File: src/rtl/policy_reg_pkg.sv
package policy_reg_pkg;

  // How a software write treats one bit
  typedef enum logic [1:0] {
    CLS_RW   = 2'd0,
    CLS_W1C  = 2'd1,
    CLS_HOLD = 2'd2
  } wr_cls_e;

  // Read-only and reserved outrank write-one-clear
  function automatic wr_cls_e classify(logic ro, logic rsvd, logic w1c);
    if (ro || rsvd) return CLS_HOLD;
    if (w1c)        return CLS_W1C;
    return CLS_RW;
  endfunction

  // Next value of one bit: write, then read clear, then hardware set
  function automatic logic bit_next(wr_cls_e cls, logic q, logic wsel,
                                    logic wd, logic rclr, logic hset);
    logic v;
    v = q;
    if (wsel) begin
      case (cls)
        CLS_RW:  v = wd;
        CLS_W1C: if (wd) v = 1'b0;
        default: v = q;
      endcase
    end
    if (rclr) v = 1'b0;
    if (hset) v = 1'b1;
    return v;
  endfunction

endpackage

File: src/rtl/policy_reg_bits.sv
module policy_reg_bits #(
  parameter int              WIDTH     = 32,
  parameter logic [WIDTH-1:0] RO_MASK   = '0,
  parameter logic [WIDTH-1:0] W1C_MASK  = '0,
  parameter logic [WIDTH-1:0] RSVD_MASK = '0
) (
  input  logic [WIDTH-1:0] q,
  input  logic [WIDTH-1:0] wr_sel,
  input  logic [WIDTH-1:0] wr_data,
  input  logic [WIDTH-1:0] rd_clr,
  input  logic [WIDTH-1:0] hw_set,
  output logic [WIDTH-1:0] nxt
);
  import policy_reg_pkg::*;

  for (genvar i = 0; i < WIDTH; i++) begin : g_bit
    localparam wr_cls_e CLS = classify(RO_MASK[i], RSVD_MASK[i], W1C_MASK[i]);
    always_comb nxt[i] = bit_next(CLS, q[i], wr_sel[i], wr_data[i], rd_clr[i], hw_set[i]);
  end
endmodule

File: src/rtl/policy_reg_errdet.sv
module policy_reg_errdet #(
  parameter int              WIDTH     = 32,
  parameter logic [WIDTH-1:0] ERR1_MASK = '0,
  parameter logic [WIDTH-1:0] ERR0_MASK = '0
) (
  input  logic             clk,
  input  logic             rst_n,
  input  logic [WIDTH-1:0] wr_sel,
  input  logic [WIDTH-1:0] wr_data,
  output logic             err_one,
  output logic             err_zero
);
  logic hit_one, hit_zero;

  always_comb begin
    hit_one  = |(wr_sel & wr_data & ERR1_MASK);
    hit_zero = |(wr_sel & ~wr_data & ERR0_MASK);
  end

  always_ff @(posedge clk or negedge rst_n) begin
    if (!rst_n) begin
      err_one  <= 1'b0;
      err_zero <= 1'b0;
    end else begin
      err_one  <= hit_one;
      err_zero <= hit_zero;
    end
  end
endmodule

File: src/rtl/policy_reg.sv
module policy_reg #(
  parameter int              WIDTH     = 32,
  parameter logic [WIDTH-1:0] RESET_VAL = 32'hA500_0000,
  parameter logic [WIDTH-1:0] RO_MASK   = 32'hFF00_0000,
  parameter logic [WIDTH-1:0] W1C_MASK  = 32'h00FF_0000,
  parameter logic [WIDTH-1:0] COR_MASK  = 32'h0000_F000,
  parameter logic [WIDTH-1:0] RSVD_MASK = 32'h0000_0F00,
  parameter logic [WIDTH-1:0] ERR1_MASK = 32'h0000_0080,
  parameter logic [WIDTH-1:0] ERR0_MASK = 32'h0000_0040
) (
  input  logic             clk,
  input  logic             rst_n,
  input  logic             wr_en,
  input  logic [WIDTH-1:0] wr_data,
  input  logic [WIDTH-1:0] wr_mask,
  input  logic             rd_en,
  output logic [WIDTH-1:0] rd_data,
  input  logic [WIDTH-1:0] hw_set,
  output logic             err_one,
  output logic             err_zero
);
  // Read-only bits are never cleared by a read
  localparam logic [WIDTH-1:0] COR_EFF = COR_MASK & ~RO_MASK;

  logic [WIDTH-1:0] state_q;
  logic [WIDTH-1:0] state_nxt;
  logic [WIDTH-1:0] wr_sel;   // bits a write addresses this cycle
  logic [WIDTH-1:0] rd_clr;   // bits a read clears this cycle

  always_comb begin
    wr_sel = wr_en ? wr_mask : '0;
    rd_clr = rd_en ? COR_EFF : '0;
  end

  policy_reg_bits #(
    .WIDTH(WIDTH), .RO_MASK(RO_MASK), .W1C_MASK(W1C_MASK), .RSVD_MASK(RSVD_MASK)
  ) i_bits (
    .q(state_q), .wr_sel(wr_sel), .wr_data(wr_data),
    .rd_clr(rd_clr), .hw_set(hw_set), .nxt(state_nxt)
  );

  policy_reg_errdet #(
    .WIDTH(WIDTH), .ERR1_MASK(ERR1_MASK), .ERR0_MASK(ERR0_MASK)
  ) i_err (
    .clk(clk), .rst_n(rst_n), .wr_sel(wr_sel), .wr_data(wr_data),
    .err_one(err_one), .err_zero(err_zero)
  );

  always_ff @(posedge clk or negedge rst_n) begin
    if (!rst_n) state_q <= RESET_VAL;
    else        state_q <= state_nxt;
  end

  assign rd_data = state_q;
endmodule

File: config.mk
export PLATFORM = sky130hd
export DESIGN_NAME = policy_reg
export DESIGN_NICKNAME = d
export VERILOG_FILES = /design/src/rtl/policy_reg_pkg.sv /design/src/rtl/policy_reg_bits.sv /design/src/rtl/policy_reg_errdet.sv /design/src/rtl/policy_reg.sv
export SDC_FILE = /design/constraint.sdc
export NUM_CORES = 1
export LEC_CHECK = 0
export BUFFER_PORTS_ARGS = -buffer_cell sky130_fd_sc_hd__buf_4
export CAP_MARGIN = 25
export CELL_PAD_IN_SITES_DETAIL_PLACEMENT = 1
export CELL_PAD_IN_SITES_GLOBAL_PLACEMENT = 1
export CORE_ASPECT_RATIO = 1.2
export CORE_MARGIN = 3
export CORE_UTILIZATION = 24
export CTS_CLUSTER_DIAMETER = 50
export DETAILED_ROUTE_END_ITERATION = 10
export GPL_TIMING_DRIVEN = 1
export HOLD_SLACK_MARGIN = 0.02
export PLACE_DENSITY_LB_ADDON = 0.1
export SLEW_MARGIN = 30
export SYNTH_ARGS = -nofsm -noshare
export SYNTH_HDL_FRONTEND = slang
export SYNTH_HIERARCHICAL = 1
export SYNTH_SLANG_ARGS = --single-unit
File: constraint.sdc
create_clock -name clk -period 0.8 [get_ports clk]
set_clock_uncertainty 0.05 [all_clocks]
set_input_delay 0 -clock clk [delete_from_list [all_inputs] [get_ports clk]]
set_output_delay 0 -clock clk [all_outputs]
set_load 0.01 [all_outputs]
==> impl_metrics.xml, run 1 <==
<?xml version="1.0" encoding="UTF-8"?>
<metrics>
  <group name="place">
    <metric name="detailed_place_hpwl" unit="um">3490</metric>
    <metric name="dpl_cells" unit="">349</metric>
    <metric name="placed_cell_area" unit="um2">2550</metric>
    <metric name="preCtsSetupSlack" unit="ns">-0.0400</metric>
    <metric name="place_congestion" unit="">0.681</metric>
    <metric name="count_of_input_and_output_buffers" unit="">109</metric>
  </group>
  <group name="route">
    <metric name="detail_route.wl_per_cell" unit="um">13.3</metric>
    <metric name="via_per_inst" unit="">3.89</metric>
    <metric name="routed_wl" unit="um">5530</metric>
    <metric name="routed_via_count" unit="">1620</metric>
    <metric name="drc_errors_left" unit="">0</metric>
    <metric name="violation_count_after_the_first_detailed_routing_iteration" unit="">11</metric>
    <metric name="final_antenna_net_count" unit="">0</metric>
    <metric name="dr_pass1_iterations" unit="">2</metric>
  </group>
  <group name="setup_path">
    <metric name="worstSetupStartpointType" unit="">flip-flop</metric>
    <metric name="endpoint_kind" unit="">output port</metric>
    <metric name="worst-setup-path-type" unit="">reg -&gt; out</metric>
    <metric name="critical-path-max-stage-delay" unit="ns">0.55</metric>
    <metric name="worst-path-buf-inv" unit="">1</metric>
    <metric name="worst_setup_path_startpoint" unit="">rd_data[29]</metric>
    <metric name="worst_reg2reg_startpoint" unit="">rd_data[31]</metric>
    <metric name="worstPathCellList" unit="">buf_6</metric>
    <metric name="slowest_stage" unit="">sky130_fd_sc_hd__dfstp_2</metric>
    <metric name="critical_path_arrival" unit="ns">0.93</metric>
    <metric name="critical_path.max_fanout" unit="">2</metric>
    <metric name="timing.critical_path.max_delay_family" unit="">flip-flops</metric>
    <metric name="cp.required" unit="ns">0.75</metric>
  </group>
  <group name="timing">
    <metric name="hold_viol" unit="">0</metric>
    <metric name="rsz_0062_raised_after_global_routing" unit="">yes</metric>
    <metric name="report.final.setup_viol" unit="">40</metric>
    <metric name="finalHoldWorstSlack" unit="ns">0.0394</metric>
    <metric name="setup-tns-final" unit="ns">-2.54</metric>
    <metric name="timing.final.crit_share" unit="">1.23</metric>
    <metric name="worst_slack" unit="ns">-0.185</metric>
    <metric name="slew_violations" unit="">0</metric>
    <metric name="period_needed" unit="ns">0.985</metric>
    <metric name="fmaxAchievable" unit="GHz">1.02</metric>
  </group>
  <group name="global_route">
    <metric name="antenna_found_initial" unit="">0</metric>
    <metric name="grt_pass1_wl" unit="um">9050</metric>
    <metric name="global_route.overflow_total" unit="">0</metric>
    <metric name="pin_count_of_the_biggest_net_entering_global_routing" unit="">21</metric>
    <metric name="first_global_vias" unit="">1863</metric>
    <metric name="grtUsageTotal" unit="">0.159</metric>
  </group>
  <group name="die">
    <metric name="die_h" unit="um">93.2</metric>
    <metric name="num_io_pins" unit="">134</metric>
    <metric name="start_util" unit="">0.250</metric>
    <metric name="placeableCoreArea" unit="um2">6090</metric>
    <metric name="die_w" unit="um">78.7</metric>
    <metric name="dieArea" unit="um2">7330</metric>
    <metric name="num_rows" unit="">31</metric>
  </group>
  <group name="final_layout">
    <metric name="area_growth_syn_to_layout" unit="%">122</metric>
    <metric name="drive_gt1_frac" unit="">0.470</metric>
    <metric name="highest_count_cells_in_the_layout_ignoring_fill_and_taps" unit="">sky130_fd_sc_hd__buf_4 (79), sky130_fd_sc_hd__dlygate4sd3_1 (49), sky130_fd_sc_hd__buf_6 (36)</metric>
    <metric name="filler_cell_count" unit="">687</metric>
    <metric name="stdcell_area" unit="um2">3380</metric>
    <metric name="final_nets" unit="">433</metric>
    <metric name="commonest_non_fill_non_tap_cell_in_the_layout" unit="">sky130_fd_sc_hd__buf_4</metric>
    <metric name="post_route_non_filler_standard_cell_count" unit="">416</metric>
    <metric name="antenna-diode-count" unit="">0</metric>
  </group>
  <group name="outcome">
    <metric name="failed_checks" unit="">setup timing</metric>
    <metric name="status" unit="">finished, violations left</metric>
  </group>
  <group name="clock_tree">
    <metric name="cts_root_buf" unit="">sky130_fd_sc_hd__clkbuf_8</metric>
    <metric name="cts_tree" unit="">done</metric>
    <metric name="cts.htree.levels" unit="">2</metric>
    <metric name="cts-buffers-inserted" unit="">5</metric>
    <metric name="clock_tree.buffer_depth" unit="">2</metric>
    <metric name="clk_pin_slew_worst_paths" unit="ns">0.08</metric>
    <metric name="clk-insertion-delay-late" unit="ns">0.28</metric>
    <metric name="clock_sink_count" unit="">34</metric>
  </group>
  <group name="synth">
    <metric name="synth_warnings" unit="">6</metric>
    <metric name="synthesis.area" unit="um2">1520</metric>
    <metric name="syn-mean-instance-area" unit="um2">11.5</metric>
    <metric name="post_synth_inst_count" unit="">132</metric>
  </group>
  <group name="power_and_ir_drop">
    <metric name="worst_vdd_rail_ir_drop" unit="mV">0.825</metric>
    <metric name="power.density_cell_area" unit="nW/um2">1320</metric>
    <metric name="leak_pwr" unit="uW">0.00165</metric>
  </group>
  <group name="hold_path">
    <metric name="holdCritStartpoint" unit="">wr_mask[6]</metric>
    <metric name="hp-class" unit="">in -&gt; reg</metric>
  </group>
  <group name="flow_run">
    <metric name="drv_cap" unit="">0</metric>
  </group>
</metrics>
-- timing repair --
item | in CTS | in global routing
hold endpoints to repair | 68 | 0
pin swaps | 0 | 2
hold buffers | 54 | 0
setup endpoints to repair | 34 | 49
setup buffers | 3 | 2
resized for setup | 34 | 7
-- through the flow --
stage / total power, uW / utilization
6_report: 4470 / 0.554
5_1_grt: 4720 / 0.554
4_1_cts: 4520 / 0.549
3_5_place_dp: 2800 / 0.420
3_3_place_gp: 2790 / 0.420
2_1_floorplan: 2240 / -
-- area by class of cell --
cell class	instances	area, um2	share of cell area
flip-flops and latches	34	856	0.254
clock buffers	6	82.6	0.0245
clock inverters	2	12.5	0.00371
multi-input cells	102	676	0.200
repair buffers	170	1570	0.466
inverters	20	75.1	0.0222
well taps	82	103	0.0304
-- path summary, 6_finish.rpt --
kind	cells past startpoint	slack, ns	to
setup / recovery	1	-0.18	rd_data[29]
hold / removal	3	0.04	i_err/err_zero
setup reg to reg	2	-0.05	rd_data[31]
hold reg to reg	1	0.46	rd_data[11]
max in group asynchronous	3	0.24	rd_data[10]
min in group asynchronous	2	0.07	rd_data[6]
-- routing by layer --
metal / global-route usage / vias up / part of all wire
li1: - / 801 / -
met1: 0.171 / 748 / 0.36
met2: 0.302 / 66 / 0.56
met3: 0.0395 / 5 / 0.067
met4: 0.0437 / 0 / 0.012
met5: 0 / - / 0
-- power by group --
part | internal, uW | switching [uW]
Sequential | 1850 | 91.7
Clock | 692 | 652
Combinational | 809 | 373
-- sequential cells by signal, summed over array words and instances, names as in the netlist --
name            cells
rd_data            32
i_err/err_one       1
i_err/err_zero      1
No activity file was read; power rests on OpenSTA's default activity.
==> run 2: changes to the inputs <==
--- a/config.mk
+++ b/config.mk
@@ -11,12 +11,12 @@
 export CELL_PAD_IN_SITES_GLOBAL_PLACEMENT = 1
 export CORE_ASPECT_RATIO = 1.2
 export CORE_MARGIN = 3
-export CORE_UTILIZATION = 24
+export CORE_UTILIZATION = 27
 export CTS_CLUSTER_DIAMETER = 50
 export DETAILED_ROUTE_END_ITERATION = 10
 export GPL_TIMING_DRIVEN = 1
 export HOLD_SLACK_MARGIN = 0.02
-export PLACE_DENSITY_LB_ADDON = 0.1
+export PLACE_DENSITY = 0.89
 export SLEW_MARGIN = 30
 export SYNTH_ARGS = -nofsm -noshare
 export SYNTH_HDL_FRONTEND = slang
==> constraint.sdc (replaced) <==
create_clock -name clk -period 1.05 [get_ports clk]
set_clock_uncertainty 0.05 [all_clocks]
set_input_delay 0 -clock clk [delete_from_list [all_inputs] [get_ports clk]]
set_output_delay 0 -clock clk [all_outputs]
set_load 0.01 [all_outputs]
==> run 2 against run 1 <==
  * The flow now finishes without violations
  * Power down 23%
  * Sequential share of layout area grew 1.8 points
  * Non-clock buffer count decreased by 7
  * Critical path type unchanged
  * Largest power group unchanged
==> impl_metrics.xml, run 2 (synthesis results as in run 1) <==
<?xml version="1.0" encoding="UTF-8"?>
<metrics>
  <group name="outcome">
    <metric name="status" unit="">finished, final reports clean</metric>
  </group>
  <group name="final_layout">
    <metric name="antenna-diode-count" unit="">0</metric>
    <metric name="filler_cell_count" unit="">596</metric>
    <metric name="storage_element_area" unit="um2">856</metric>
    <metric name="largest_register_ffs" unit="">32</metric>
    <metric name="drive_gt1_frac" unit="">0.459</metric>
    <metric name="highest_count_cells_in_the_layout_ignoring_fill_and_taps" unit="">sky130_fd_sc_hd__buf_4 (109), sky130_fd_sc_hd__dlygate4sd3_1 (54), sky130_fd_sc_hd__dfrtp_1 (30)</metric>
    <metric name="commonest_non_fill_non_tap_cell_in_the_layout" unit="">sky130_fd_sc_hd__buf_4</metric>
    <metric name="area_of_the_multi_input_gates" unit="um2">676</metric>
    <metric name="post_route_non_filler_standard_cell_count" unit="">389</metric>
    <metric name="area_growth_syn_to_layout" unit="%">107</metric>
    <metric name="final_nets" unit="">426</metric>
  </group>
  <group name="setup_path">
    <metric name="critical_path.max_fanout" unit="">2</metric>
    <metric name="timing.critical_path.max_delay_family" unit="">flip-flops</metric>
    <metric name="worstPathCellList" unit="">buf_4</metric>
    <metric name="critical-path-max-stage-delay" unit="ns">0.54</metric>
    <metric name="critical_path_arrival" unit="ns">0.93</metric>
    <metric name="r2r-end" unit="">rd_data[13]</metric>
    <metric name="endpoint_kind" unit="">output port</metric>
    <metric name="worstRegToRegCells" unit="">2</metric>
    <metric name="slowest_stage" unit="">sky130_fd_sc_hd__dfstp_2</metric>
    <metric name="cp.required" unit="ns">1.00</metric>
    <metric name="worst_reg2reg_startpoint" unit="">rd_data[13]</metric>
    <metric name="r2r_slack" unit="ns">0.22</metric>
    <metric name="worst-path-buf-inv" unit="">1</metric>
    <metric name="worst-setup-path-type" unit="">reg -&gt; out</metric>
    <metric name="worstSetupStartpointType" unit="">flip-flop</metric>
  </group>
  <group name="route">
    <metric name="via_per_inst" unit="">4.22</metric>
    <metric name="drc_errors_left" unit="">0</metric>
    <metric name="routed_via_count" unit="">1643</metric>
    <metric name="violation_count_after_the_first_detailed_routing_iteration" unit="">31</metric>
    <metric name="dr_pass1_iterations" unit="">4</metric>
    <metric name="routed_wl" unit="um">5900</metric>
    <metric name="final_antenna_net_count" unit="">0</metric>
    <metric name="detail_route.wl_per_cell" unit="um">15.2</metric>
  </group>
  <group name="timing">
    <metric name="hold_viol" unit="">0</metric>
    <metric name="finalHoldWorstSlack" unit="ns">0.0374</metric>
    <metric name="period_needed" unit="ns">0.984</metric>
    <metric name="report.final.setup_viol" unit="">0</metric>
    <metric name="rsz_0062_raised_after_global_routing" unit="">no</metric>
    <metric name="slew_violations" unit="">0</metric>
    <metric name="fmaxAchievable" unit="GHz">1.02</metric>
    <metric name="timing.final.crit_share" unit="">0.938</metric>
    <metric name="setup-tns-final" unit="ns">0</metric>
  </group>
  <group name="die">
    <metric name="num_io_pins" unit="">134</metric>
    <metric name="die_w" unit="um">74.5</metric>
    <metric name="dieArea" unit="um2">6570</metric>
    <metric name="start_util" unit="">0.283</metric>
    <metric name="num_rows" unit="">29</metric>
    <metric name="placeableCoreArea" unit="um2">5370</metric>
    <metric name="die_h" unit="um">88.2</metric>
  </group>
  <group name="clock_tree">
    <metric name="cts.htree.levels" unit="">2</metric>
    <metric name="cts_tree" unit="">done</metric>
    <metric name="cts_resized" unit="">0</metric>
    <metric name="cts.repair_timing.setup_buffer_count" unit="">0</metric>
    <metric name="cts_root_buf" unit="">sky130_fd_sc_hd__clkbuf_8</metric>
    <metric name="clk_pin_slew_worst_paths" unit="ns">0.07</metric>
    <metric name="clock_sink_count" unit="">34</metric>
    <metric name="clock_tree.buffer_depth" unit="">2</metric>
    <metric name="clk-insertion-delay-late" unit="ns">0.28</metric>
    <metric name="cts-buffers-inserted" unit="">5</metric>
  </group>
  <group name="global_route">
    <metric name="globalRouteMet2Util" unit="">0.366</metric>
    <metric name="pin_count_of_the_biggest_net_entering_global_routing" unit="">35</metric>
    <metric name="grt_busiest_layer" unit="">met2</metric>
    <metric name="grt.met3_usage" unit="">0.0413</metric>
    <metric name="antenna_found_initial" unit="">0</metric>
    <metric name="met1_usage" unit="">0.173</metric>
    <metric name="first_global_vias" unit="">1924</metric>
    <metric name="global_route.overflow_total" unit="">0</metric>
    <metric name="grtUsageTotal" unit="">0.183</metric>
    <metric name="grt_pass1_wl" unit="um">8910</metric>
  </group>
  <group name="hold_path">
    <metric name="holdCritStartpoint" unit="">wr_mask[7]</metric>
    <metric name="hold_path_endpoint" unit="">i_err/err_one</metric>
    <metric name="hp-class" unit="">in -&gt; reg</metric>
    <metric name="whs_path_depth" unit="">3</metric>
  </group>
  <group name="power_and_ir_drop">
    <metric name="leak_pwr" unit="uW">0.00152</metric>
    <metric name="seq_power_share" unit="">0.425</metric>
    <metric name="switching_fraction_of_total_power" unit="">0.241</metric>
    <metric name="power.density_cell_area" unit="nW/um2">1090</metric>
    <metric name="report.power.total" unit="uW">3430</metric>
    <metric name="design_internal_power" unit="uW">2600</metric>
    <metric name="power.net_switching" unit="uW">828</metric>
    <metric name="comb_power_share" unit="">0.241</metric>
    <metric name="clockPowerShare" unit="">0.334</metric>
    <metric name="worst_vdd_rail_ir_drop" unit="mV">0.625</metric>
  </group>
  <group name="place">
    <metric name="detailed_place_hpwl" unit="um">3600</metric>
    <metric name="count_of_input_and_output_buffers" unit="">109</metric>
    <metric name="dpl_cells" unit="">327</metric>
    <metric name="place_congestion" unit="">0.681</metric>
  </group>
  <group name="flow_run">
    <metric name="drv_cap" unit="">0</metric>
  </group>
</metrics>
run 2: changes by cell type in the layout (fill, tap and decap cells not counted), sizes merged:
| cell | change |
|---|---|
| dlygate4sd3 | +5 |
| dlymetal6s4s | -5 |
| clkinvlp | -1 |
| buf | -7 |
| clkinv | -1 |
| clkbuf | +2 |
run 2: worst reg2reg max path: cells and delay by family (launching register included):
| kind | cells | cell delay, ns |
|---|---|---|
| mux | 1 | 0.15 |
| flops | 1 | 0.39 |
| compound gates | 1 | 0.11 |
run 2: worst max-delay path by stage:
stage                      startpoint           to  slack, ns  cells past startpoint
after floorplan           rd_data[16]  rd_data[16]       0.29                      1
after global placement          wr_en  rd_data[12]       0.21                      4
after detailed placement        wr_en   rd_data[2]       0.16                      4
after CTS                 rd_data[24]  rd_data[24]       0.05                      1
after global routing      rd_data[26]  rd_data[26]       0.04                      1
final                     rd_data[24]  rd_data[24]       0.07                      1
run 2: layer usage:
| metal | up-vias | wire [um] |
|---|---|---|
| met3 | 15 | 342 |
| met4 | 0 | 124 |
| met1 | 773 | 1950 |
| li1 | 787 | - |
| met5 | - | 0 |
| met2 | 68 | 3490 |
run 2: area by class of cell:
type                       count  area share
multi-input combinational    102       0.214
tap                           62      0.0246
timing repair buffer         163       0.431
clock buffer                   8      0.0349
inverter                      20      0.0238
sequential                    34       0.271
run 2: power by group through the flow:
stage	Combinational (uW)	Clock, uW	Sequential, uW
3_3_place_gp	627	0	1470
2_1_floorplan	183	0	1520
5_1_grt	897	1240	1470
6_report	828	1140	1460
3_5_place_dp	649	0	1480
4_1_cts	812	1190	1460
run 2: timing repair:
action	CTS	global route
endpoints found under the setup margin	0	0
hold buffers	54	0
hold endpoints to repair	68	0
run 2: stage by stage:
step / setup WS (ns) / utilization / area, um2
after floorplan: 0.291 / - / 1620
after detailed placement: 0.160 / 0.466 / 2500
final: 0.0655 / 0.587 / 3150
after global routing: 0.0353 / 0.587 / 3150
after global placement: 0.212 / 0.466 / 2500
after CTS: 0.0486 / 0.587 / 3150
==> run 3: changes to the inputs <==
--- a/config.mk
+++ b/config.mk
@@ -5,13 +5,14 @@
 export SDC_FILE = /design/constraint.sdc
 export NUM_CORES = 1
 export LEC_CHECK = 0
+export ABC_AREA = 1
 export BUFFER_PORTS_ARGS = -buffer_cell sky130_fd_sc_hd__buf_4
 export CAP_MARGIN = 25
 export CELL_PAD_IN_SITES_DETAIL_PLACEMENT = 1
 export CELL_PAD_IN_SITES_GLOBAL_PLACEMENT = 1
 export CORE_ASPECT_RATIO = 1.2
 export CORE_MARGIN = 3
-export CORE_UTILIZATION = 27
+export CORE_UTILIZATION = 23
 export CTS_CLUSTER_DIAMETER = 50
 export DETAILED_ROUTE_END_ITERATION = 10
 export GPL_TIMING_DRIVEN = 1
@@ -20,5 +21,4 @@
 export SLEW_MARGIN = 30
 export SYNTH_ARGS = -nofsm -noshare
 export SYNTH_HDL_FRONTEND = slang
-export SYNTH_HIERARCHICAL = 1
 export SYNTH_SLANG_ARGS = --single-unit
==> run 3 against run 2 <==
  * Clock-buffer cell count fell by 2
  * Non-clock buffer count rose by 9
  * Wire length rose by 8.4%
  * Die area rose by 2.0%
  * Core utilization fell by 5.0 points
  * Setup slack improved by 0.018 ns
  * Critical path type is now in -> reg
==> impl_metrics.xml, run 3 <==
<?xml version="1.0" encoding="UTF-8"?>
<metrics>
  <group name="global_route">
    <metric name="grt_pass1_wl" unit="um">9410</metric>
    <metric name="pin_count_of_the_biggest_net_entering_global_routing" unit="">31</metric>
    <metric name="grtUsageTotal" unit="">0.192</metric>
    <metric name="global_route.overflow_total" unit="">0</metric>
    <metric name="first_global_vias" unit="">2046</metric>
    <metric name="antenna_found_initial" unit="">1</metric>
  </group>
  <group name="clock_tree">
    <metric name="clock_tree.buffer_depth" unit="">2</metric>
    <metric name="cts.htree.levels" unit="">2</metric>
    <metric name="clock_sink_count" unit="">30</metric>
    <metric name="cts_root_buf" unit="">sky130_fd_sc_hd__clkbuf_8</metric>
    <metric name="clk_pin_slew_worst_paths" unit="ns">0.07</metric>
    <metric name="clk-insertion-delay-late" unit="ns">0.27</metric>
    <metric name="cts-buffers-inserted" unit="">5</metric>
    <metric name="cts_tree" unit="">done</metric>
  </group>
  <group name="place">
    <metric name="detailed_place_hpwl" unit="um">3360</metric>
    <metric name="preCtsSetupSlack" unit="ns">0.202</metric>
    <metric name="dpl_cells" unit="">311</metric>
    <metric name="place_congestion" unit="">0.661</metric>
    <metric name="count_of_input_and_output_buffers" unit="">101</metric>
  </group>
  <group name="synth">
    <metric name="post_synth_inst_count" unit="">152</metric>
    <metric name="syn-mean-instance-area" unit="um2">8.70</metric>
    <metric name="synth_top_cells_by_area" unit="">sky130_fd_sc_hd__dfrtp_1 (57%), sky130_fd_sc_hd__nand2_1 (16%), sky130_fd_sc_hd__nand3_1 (7.6%)</metric>
    <metric name="asyncSetResetFlopFracSynth" unit="">1.00</metric>
    <metric name="top_area_cell_type_share_of_the_netlist_area" unit="">0.568</metric>
    <metric name="synthFlopType" unit="">sky130_fd_sc_hd__dfrtp_1</metric>
    <metric name="synth_area_leader_cell" unit="">sky130_fd_sc_hd__dfrtp_1</metric>
    <metric name="synth_warnings" unit="">0</metric>
    <metric name="ys_seq_elements" unit="">30</metric>
    <metric name="netlist_top_cells_count" unit="">sky130_fd_sc_hd__nand2_1 (56), sky130_fd_sc_hd__dfrtp_1 (30), sky130_fd_sc_hd__nand3_1 (20)</metric>
    <metric name="synth-edff-count" unit="">0</metric>
    <metric name="yosysMostFrequentCell" unit="">sky130_fd_sc_hd__nand2_1</metric>
    <metric name="synthesis.area" unit="um2">1320</metric>
    <metric name="post_synth_num_cell_types" unit="">14</metric>
    <metric name="synth.yosys.seq_area_share" unit="">0.568</metric>
  </group>
  <group name="setup_path">
    <metric name="cp.required" unit="ns">1.17</metric>
    <metric name="r2r_slack" unit="ns">0.17</metric>
    <metric name="critical_path.max_fanout" unit="">2</metric>
    <metric name="critical_path_arrival" unit="ns">1.09</metric>
    <metric name="endpoint_kind" unit="">flip-flop</metric>
    <metric name="worst-setup-path-type" unit="">in -&gt; reg</metric>
    <metric name="worstSetupStartpointType" unit="">primary input</metric>
  </group>
  <group name="timing">
    <metric name="period_needed" unit="ns">0.966</metric>
    <metric name="setup-tns-final" unit="ns">0</metric>
    <metric name="fmaxAchievable" unit="GHz">1.04</metric>
    <metric name="finalHoldWorstSlack" unit="ns">0.0859</metric>
    <metric name="hold_viol" unit="">0</metric>
    <metric name="worst_slack" unit="ns">0.0838</metric>
    <metric name="rsz_0062_raised_after_global_routing" unit="">no</metric>
    <metric name="timing.final.crit_share" unit="">0.920</metric>
    <metric name="report.final.setup_viol" unit="">0</metric>
    <metric name="slew_violations" unit="">0</metric>
  </group>
  <group name="hold_path">
    <metric name="hp-class" unit="">in -&gt; reg</metric>
  </group>
  <group name="final_layout">
    <metric name="largest_register_ffs" unit="">28</metric>
    <metric name="drive_gt1_frac" unit="">0.381</metric>
    <metric name="filler_cell_count" unit="">643</metric>
    <metric name="commonest_non_fill_non_tap_cell_in_the_layout" unit="">sky130_fd_sc_hd__buf_4</metric>
    <metric name="post_route_non_filler_standard_cell_count" unit="">391</metric>
    <metric name="highest_count_cells_in_the_layout_ignoring_fill_and_taps" unit="">sky130_fd_sc_hd__buf_4 (101), sky130_fd_sc_hd__dlygate4sd3_1 (69), sky130_fd_sc_hd__nand2_1 (55)</metric>
    <metric name="final_nets" unit="">427</metric>
    <metric name="area_growth_syn_to_layout" unit="%">121</metric>
  </group>
  <group name="power_and_ir_drop">
    <metric name="report.power.total" unit="uW">2970</metric>
    <metric name="leak_pwr" unit="uW">0.00144</metric>
    <metric name="power.density_cell_area" unit="nW/um2">1010</metric>
    <metric name="worst_vdd_rail_ir_drop" unit="mV">0.795</metric>
  </group>
  <group name="route">
    <metric name="via_per_inst" unit="">4.41</metric>
    <metric name="final_antenna_net_count" unit="">0</metric>
    <metric name="detail_route.wl_per_cell" unit="um">16.4</metric>
    <metric name="violation_count_after_the_first_detailed_routing_iteration" unit="">27</metric>
    <metric name="drc_errors_left" unit="">0</metric>
    <metric name="routed_via_count" unit="">1724</metric>
    <metric name="dr_pass1_iterations" unit="">4</metric>
    <metric name="routed_wl" unit="um">6390</metric>
  </group>
  <group name="die">
    <metric name="num_rows" unit="">29</metric>
    <metric name="placeableCoreArea" unit="um2">5440</metric>
    <metric name="num_io_pins" unit="">134</metric>
    <metric name="die_h" unit="um">89.1</metric>
    <metric name="start_util" unit="">0.243</metric>
    <metric name="dieArea" unit="um2">6700</metric>
    <metric name="die_w" unit="um">75.2</metric>
  </group>
  <group name="outcome">
    <metric name="status" unit="">finished, final reports clean</metric>
  </group>
  <group name="flow_run">
    <metric name="drv_cap" unit="">0</metric>
  </group>
</metrics>
-- run 3: worst max-delay path, stage by stage --
cell and delay [ns]:
sky130_fd_sc_hd__dlygate4sd3_1 0.55, sky130_fd_sc_hd__buf_4 0.14, sky130_fd_sc_hd__or2_2 0.28, sky130_fd_sc_hd__nand2_1 0.06, sky130_fd_sc_hd__nand2_1 0.05
-- run 3: logic make-up after synthesis --
kind of cell           share of synthesized area
flip-flops                                 0.568
buffers and inverters                     0.0908
other                                    0.00284
AO/OA/AOI/OAI                             0.0208
AND/OR/NAND/NOR                            0.318
-- run 3: power by group --
part	switching [uW]	internal, uW
clock	442	526
sequential	33.3	1210
combinational	289	463
total	765	2200
-- run 3: final cells by class --
type | count | area [um2] | area share
inverters | 15 | 60.1 | 0.0205
flip-flops and latches | 30 | 751 | 0.257
diodes | 1 | 2.50 | 0.000856
repair buffers | 172 | 1470 | 0.504
clock inverters | 2 | 12.5 | 0.00428
clock buffers | 6 | 82.6 | 0.0282
well taps | 62 | 77.6 | 0.0265
multi-input cells | 103 | 465 | 0.159
-- run 3: path summary, 6_finish.rpt --
path                             startpoint     endpoint  cells past startpoint
max in group asynchronous             rst_n   rd_data[6]                      2
worst max-delay path              hw_set[6]   rd_data[6]                      5
worst min-delay path                  wr_en   rd_data[1]                      3
worst min register to register  rd_data[27]  rd_data[27]                      1
worst max register to register   rd_data[9]   rd_data[9]                      1
min in group asynchronous             rst_n  rd_data[22]                      2
-- run 3: repair_timing --
item / in CTS / in global routing
resized for setup: 0 / 4
buffers inserted: 0 / 1
endpoints found under the setup margin: 0 / 4
endpoints found under the hold margin: 60 / 0
hold buffers: 70 / 0
-- run 3: through the flow --
| stage | utilization | cell area (um2) |
|---|---|---|
| after CTS | 0.533 | 2900 |
| after floorplan | - | 1330 |
| after global routing | 0.537 | 2920 |
| after detailed placement | 0.387 | 2110 |
| final | 0.537 | 2920 |
| after global placement | 0.387 | 2110 |
-- run 3: per-layer routing --
metal	part of all wire	up-vias	track usage
met1	0.31	826	0.171
met2	0.60	78	0.400
met5	0	-	0
met4	0.021	0	0.0493
met3	0.066	12	0.0607
li1	-	808	-
